`config.mk`:
```
export PLATFORM = sky130hd
export DESIGN_NAME = irq_ctrl
export DESIGN_NICKNAME = d
export VERILOG_FILES = /design/src/rtl/irq_pkg.sv /design/src/rtl/irq_datapath.sv /design/src/rtl/irq_control.sv /design/src/rtl/irq_ctrl.sv
export SDC_FILE = /design/constraint.sdc
export NUM_CORES = 1
export LEC_CHECK = 0
export BUFFER_PORTS_ARGS = -buffer_cell sky130_fd_sc_hd__buf_2
export CORE_MARGIN = 5
export CORE_UTILIZATION = 35
export CTS_CLUSTER_DIAMETER = 120
export DETAILED_ROUTE_END_ITERATION = 7
export GPL_TIMING_DRIVEN = 0
export PLACE_DENSITY = 0.66
export SLEW_MARGIN = 40
export SYNTH_ARGS = -nofsm -noshare
export SYNTH_HDL_FRONTEND = slang
export SYNTH_SLANG_ARGS = --single-unit
```
`constraint.sdc`:
```
create_clock -name clk -period 2.2 [get_ports clk]
set_clock_uncertainty 0.1 [all_clocks]
set_input_delay 0.11 -clock clk [delete_from_list [all_inputs] [get_ports clk]]
set_output_delay 0.11 -clock clk [all_outputs]
set_load 0.05 [all_outputs]
```
`src/rtl/irq_pkg.sv`:
```
package irq_pkg;
  localparam int NUM_PINS = 2;
  localparam int SYNC_STAGES = 2;

  localparam logic VEC_INPUT = 1'b0;
  localparam logic VEC_TIMER = 1'b1;

  // strobes from control to datapath
  typedef struct packed {
    logic clrInReq;
    logic clrTmReq;
  } reqClr_t;
endpackage

```
`src/rtl/irq_datapath.sv`:
```
module irq_datapath
  import irq_pkg::*;
#(
  parameter int PINS = NUM_PINS,
  parameter int STAGES = SYNC_STAGES
) (
  input  logic            clk,
  input  logic            rstN,
  input  logic            cycleEn,
  input  logic [PINS-1:0] pinIn,
  input  logic            timerOvf,
  input  logic [PINS-1:0] clrMask,
  input  reqClr_t         strobes,
  output logic            inReq,
  output logic            tmReq,
  output logic [PINS-1:0] maskFlags,
  output logic [PINS-1:0] pinLevel
);
  localparam int LAST = STAGES - 1;

  logic [PINS-1:0] syncQ [STAGES];
  logic [PINS-1:0] prevQ;
  logic [PINS-1:0] pulse;
  logic [PINS-1:0] accepted;
  logic [PINS-1:0] maskQ;
  logic            inReqQ;
  logic            tmReqQ;

  // sampling chain, advanced on the instruction-cycle enable
  always_ff @(posedge clk or negedge rstN) begin
    if (!rstN) begin
      syncQ[0] <= '0;
    end else if (cycleEn) begin
      syncQ[0] <= pinIn;
    end
  end

  generate
    for (genvar s = 1; s < STAGES; s++) begin : gSync
      always_ff @(posedge clk or negedge rstN) begin
        if (!rstN) begin
          syncQ[s] <= '0;
        end else if (cycleEn) begin
          syncQ[s] <= syncQ[s-1];
        end
      end
    end
  endgenerate

  always_ff @(posedge clk or negedge rstN) begin
    if (!rstN) begin
      prevQ <= '0;
    end else if (cycleEn) begin
      prevQ <= syncQ[LAST];
    end
  end

  assign pulse    = {PINS{cycleEn}} & syncQ[LAST] & ~prevQ;
  assign accepted = pulse & ~maskQ;

  generate
    for (genvar g = 0; g < PINS; g++) begin : gMask
      always_ff @(posedge clk or negedge rstN) begin
        if (!rstN) begin
          maskQ[g] <= 1'b0;
        end else if (pulse[g]) begin
          maskQ[g] <= 1'b1;
        end else if (clrMask[g]) begin
          maskQ[g] <= 1'b0;
        end
      end


      edge_sets_req_chk: assert property (@(posedge clk) disable iff (!rstN)
        (pulse[g] && !maskQ[g]) |=> (maskQ[g] && inReqQ));


      mask_clear_chk: assert property (@(posedge clk) disable iff (!rstN)
        (clrMask[g] && !pulse[g]) |=> !maskQ[g]);
    end
  endgenerate

  always_ff @(posedge clk or negedge rstN) begin
    if (!rstN) begin
      inReqQ <= 1'b0;
      tmReqQ <= 1'b0;
    end else begin
      inReqQ <= (inReqQ & ~strobes.clrInReq) | (|accepted);
      tmReqQ <= (tmReqQ & ~strobes.clrTmReq) | timerOvf;
    end
  end


  timer_latch_chk: assert property (@(posedge clk) disable iff (!rstN)
    timerOvf |=> tmReqQ);


  in_hold_chk: assert property (@(posedge clk) disable iff (!rstN)
    (inReqQ && !strobes.clrInReq) |=> inReqQ);

  assign inReq     = inReqQ;
  assign tmReq     = tmReqQ;
  assign maskFlags = maskQ;
  assign pinLevel  = syncQ[LAST];
endmodule

```
`src/rtl/irq_control.sv`:
```
module irq_control
  import irq_pkg::*;
(
  input  logic    clk,
  input  logic    rstN,
  input  logic    inReq,
  input  logic    tmReq,
  input  logic    setEnable,
  output reqClr_t strobes,
  output logic    irqTake,
  output logic    irqVec,
  output logic    intEnable
);
  logic intEnQ;
  logic takeQ;
  logic vecQ;
  logic takeIn;
  logic takeTm;

  // input request always wins arbitration
  assign takeIn = intEnQ & inReq;
  assign takeTm = intEnQ & ~inReq & tmReq;

  assign strobes.clrInReq = takeIn;
  assign strobes.clrTmReq = takeTm;

  always_ff @(posedge clk or negedge rstN) begin
    if (!rstN) begin
      intEnQ <= 1'b0;
      takeQ  <= 1'b0;
      vecQ   <= VEC_INPUT;
    end else begin
      takeQ <= takeIn | takeTm;
      vecQ  <= takeTm ? VEC_TIMER : VEC_INPUT;
      if (takeIn || takeTm) begin
        intEnQ <= 1'b0;
      end else if (setEnable) begin
        intEnQ <= 1'b1;
      end
    end
  end


  in_take_chk: assert property (@(posedge clk) disable iff (!rstN)
    (intEnQ && inReq) |=> (takeQ && vecQ == VEC_INPUT && !intEnQ));


  tmr_held_chk: assert property (@(posedge clk) disable iff (!rstN)
    (intEnQ && inReq && tmReq) |=> tmReq);


  no_take_disabled_chk: assert property (@(posedge clk) disable iff (!rstN)
    !intEnQ |=> !takeQ);


  enable_set_chk: assert property (@(posedge clk) disable iff (!rstN)
    (setEnable && !(intEnQ && (inReq || tmReq))) |=> intEnQ);

  assign irqTake   = takeQ;
  assign irqVec    = vecQ;
  assign intEnable = intEnQ;
endmodule

```
`src/rtl/irq_ctrl.sv`:
```
module irq_ctrl
  import irq_pkg::*;
(
  input  logic                clk,
  input  logic                rstN,
  input  logic                cycleEn,
  input  logic [NUM_PINS-1:0] pinIn,
  input  logic                timerOvf,
  input  logic                setEnable,
  input  logic [NUM_PINS-1:0] clrMask,
  output logic                irqTake,
  output logic                irqVec,
  output logic                intEnable,
  output logic [NUM_PINS-1:0] maskFlags,
  output logic [NUM_PINS-1:0] pinLevel
);
  reqClr_t strobes;
  logic    inReq;
  logic    tmReq;

  irq_datapath #(.PINS(NUM_PINS), .STAGES(SYNC_STAGES)) uData (
    .clk(clk), .rstN(rstN), .cycleEn(cycleEn), .pinIn(pinIn),
    .timerOvf(timerOvf), .clrMask(clrMask), .strobes(strobes),
    .inReq(inReq), .tmReq(tmReq), .maskFlags(maskFlags), .pinLevel(pinLevel)
  );

  irq_control uCtrl (
    .clk(clk), .rstN(rstN), .inReq(inReq), .tmReq(tmReq),
    .setEnable(setEnable), .strobes(strobes), .irqTake(irqTake),
    .irqVec(irqVec), .intEnable(intEnable)
  );
endmodule

```
==> run summary <==
Post-layout net count - 72
Post-route fraction of the period consumed by the critical path - 57.6%
Number of buffer cells added on primary ports - 14
Fraction of layout instances using a drive strength above 1 - 48.4%
Sum of overflow across all layers after global routing - 0
Largest net degree at the start of global routing - 14
Endpoints failing setup - 0
Length of routed met2 wiring - 489 µm
Setup total negative slack - 0 ns
Maximum frequency from static timing analysis - 789 MHz
Synthesized area per cell - 14.7 µm²
TritonCTS Buffers - 3
Largest buffer count on any clock path - 2
Number of maximum-capacitance violations - 0
Detailed Routing Iterations Pass 1 - 4
Classification of the worst setup path - reg -> out
Number of antenna violations at the first check in global routing - 0
Clock Root Buffer - sky130_fd_sc_hd__clkbuf_4
Final standard cell area without fillers - 732 µm²
Worst slew margin - 80.7%
Final weighted congestion of routability-driven global placement - 0.675
Width of the die - 49.5 µm
Site row count - 14
DR iter-0 viols - 1
Data arrival time of the worst path - 1.06 ns
Endpoint kind of the worst setup timing path - primary output
Dpl cell area - 636 µm²
Unrepaired setup endpoints after global routing - no
Combined area of all synthesized cells - 546 µm²
Diodes inserted - 0
Number of H-tree levels - 1
Top layer used by detailed routing - met4
Leakage power - 0.378 nW
# resized after CTS - 0
Required time of the worst setup path - 1.99 ns
Fin crit period - 1.27 ns
DRC Markers - 0
First-pass GRT wire length - 1800 µm
Largest area contributor in the synthesized netlist - sky130_fd_sc_hd__dfrtp_1
Most common cell after layout, fill and taps aside - sky130_fd_sc_hd__buf_2
Overall track demand over capacity in global routing - 9.78%
Via density per instance - 4.60
PD cells - 937 nW/µm²
Die height - 49.5 µm
Synth Instances - 37
Clock-pin slew of the registers on the worst-case setup and hold paths - 0.08 ns
Startpoint class of the critical path - flop
Ys Warns - 0
Worst hold path cell count - 2
Placeable Area - 1490 µm²
DR vias - 359
# fillers - 141
Met3 routed wirelength - 18 µm
Register bit count reported by yosys - 13
Number of different library cells in the post-synthesis netlist - 13
I/O pin total - 16
CTS sink count - 13
Pins over their slew limit - 0
Most used cells in the layout excluding fill and tap cells - sky130_fd_sc_hd__buf_2, sky130_fd_sc_hd__dfrtp_1, sky130_fd_sc_hd__dlygate4sd3_1
Worst-margin pin slew - 0.289 ns
R2R Setup Slk - 1.25 ns
WL met1 - 420 µm
Via count of the first global-routing pass - 404
Critical path peak fanout - 4
Final number of hold-violating endpoints - 0
Status - finished, final reports clean
Post-synthesis to final-layout area growth - 34.2%
Worst Hold Margin - 0.0507 ns
Sequential cell area fraction in the yosys report - 59.6%
Worst-Skew Late Latency - 0.28 ns
Portion of synthesized cell area occupied by the leading cell type - 59.6%
TritonCTS clock tree - built
Initial cell density of the core - 36.6%
Total die area - 2450 µm²
Number of cell instances on the worst register-to-register path - 1
Largest cells by area after synthesis - sky130_fd_sc_hd__dfrtp_1, sky130_fd_sc_hd__mux2_4, sky130_fd_sc_hd__nand3b_2
Antenna-violating nets left - 0
Final wirelength - 946 µm
Class of the tightest hold or removal check - in -> reg
Synthesized net count - 46
Post-DP HPWL - 625 µm
Max rail drop VDD - 0.350 mV
Per-cell routed wire length - 12.1 µm
==> path summary, 6_finish.rpt <==
check	end	start
worst max-delay path	pinLevel[1]	uData.pinLevel[1]
worst min-delay path	uData.syncQ[2]	cycleEn
worst max register to register	uCtrl.intEnable	uCtrl.intEnable
worst min register to register	uData.prevQ[0]	uData.prevQ[0]
max in group asynchronous	uData.prevQ[0]	rstN
min in group asynchronous	uData.inReq	rstN
==> sequential cells by signal, summed over array words and instances, names as in the netlist, 2 cells and up <==
register and cells:
uData.syncQ 2, uData.pinLevel 2, uData.maskFlags 2, uData.prevQ 2
==> power by group <==
| part | internal (mW) | switching [mW] | leakage [nW] |
|---|---|---|---|
| clock | 0.0703 | 0.0776 | 0.0150 |
| sequential | 0.285 | 0.0321 | 0.156 |
| combinational | 0.0887 | 0.132 | 0.206 |
==> stage by stage <==
| stage | worst slack [ns] | total power [mW] | cells | utilization, % |
|---|---|---|---|---|
| floorplan | 0.952 | 0.485 | 37 | - |
| global placement | 1.24 | 0.531 | 67 | 42.7 |
| detailed placement | 1.23 | 0.534 | 67 | 42.7 |
| CTS | 0.916 | 0.691 | 78 | 49.2 |
| global route | 0.866 | 0.723 | 78 | 49.2 |
| finish | 0.933 | 0.686 | 78 | 49.2 |
==> cells in the mapped netlist <==
| library cell | count |
|---|---|
| sky130_fd_sc_hd__a21o_1 | 1 |
| sky130_fd_sc_hd__buf_4 | 2 |
| sky130_fd_sc_hd__buf_6 | 1 |
| sky130_fd_sc_hd__dfrtp_1 | 13 |
| sky130_fd_sc_hd__inv_1 | 3 |
| sky130_fd_sc_hd__mux2_2 | 1 |
| sky130_fd_sc_hd__mux2_4 | 6 |
| sky130_fd_sc_hd__nand2b_1 | 2 |
| sky130_fd_sc_hd__nand3b_2 | 2 |
| sky130_fd_sc_hd__nor2_1 | 2 |
| sky130_fd_sc_hd__nor2b_1 | 1 |
| sky130_fd_sc_hd__o21ai_0 | 2 |
| sky130_fd_sc_hd__o221ai_2 | 1 |
==> cell type report <==
type | instances | area, µm² | area share (%)
Buffer | 3 | 26.3 | 3.59
Inverter | 3 | 11.3 | 1.54
Timing Repair Buffer | 21 | 140 | 19.1
Sequential cell | 13 | 325 | 44.4
Multi-Input combinational cell | 18 | 183 | 25.0
Tap cell | 16 | 20.0 | 2.74
Clock buffer | 4 | 26.3 | 3.59
==> kinds of logic (layout without fill, tap and decap cells) <==
| family | Yosys count | after routing | synth area share, % |
|---|---|---|---|
| mux | 7 | 7 | 18.6 |
| buf+inv | 6 | 31 | 6.88 |
| flops | 13 | 13 | 59.6 |
| simple gates | 7 | 7 | 8.95 |
| compound gates | 4 | 4 | 5.96 |
==> worst max-delay path: stages, from the launching register on <==
cell,delay [ns]
sky130_fd_sc_hd__dfrtp_1,0.41
sky130_fd_sc_hd__buf_4,0.13
sky130_fd_sc_hd__buf_2,0.24
==> metal layers <==
layer | up-vias | track usage [%]
met4 | 0 | 10.5
met3 | 2 | 0.904
met5 | - | 0
met2 | 7 | 14.6
met1 | 178 | 11.6
li1 | 172 | -
==> repair_timing <==
action	CTS	global route
hold buffers	7	0
hold endpoints to repair	19	0
buffers inserted	0	0
Note: power is estimated with default switching activity, not from simulation.
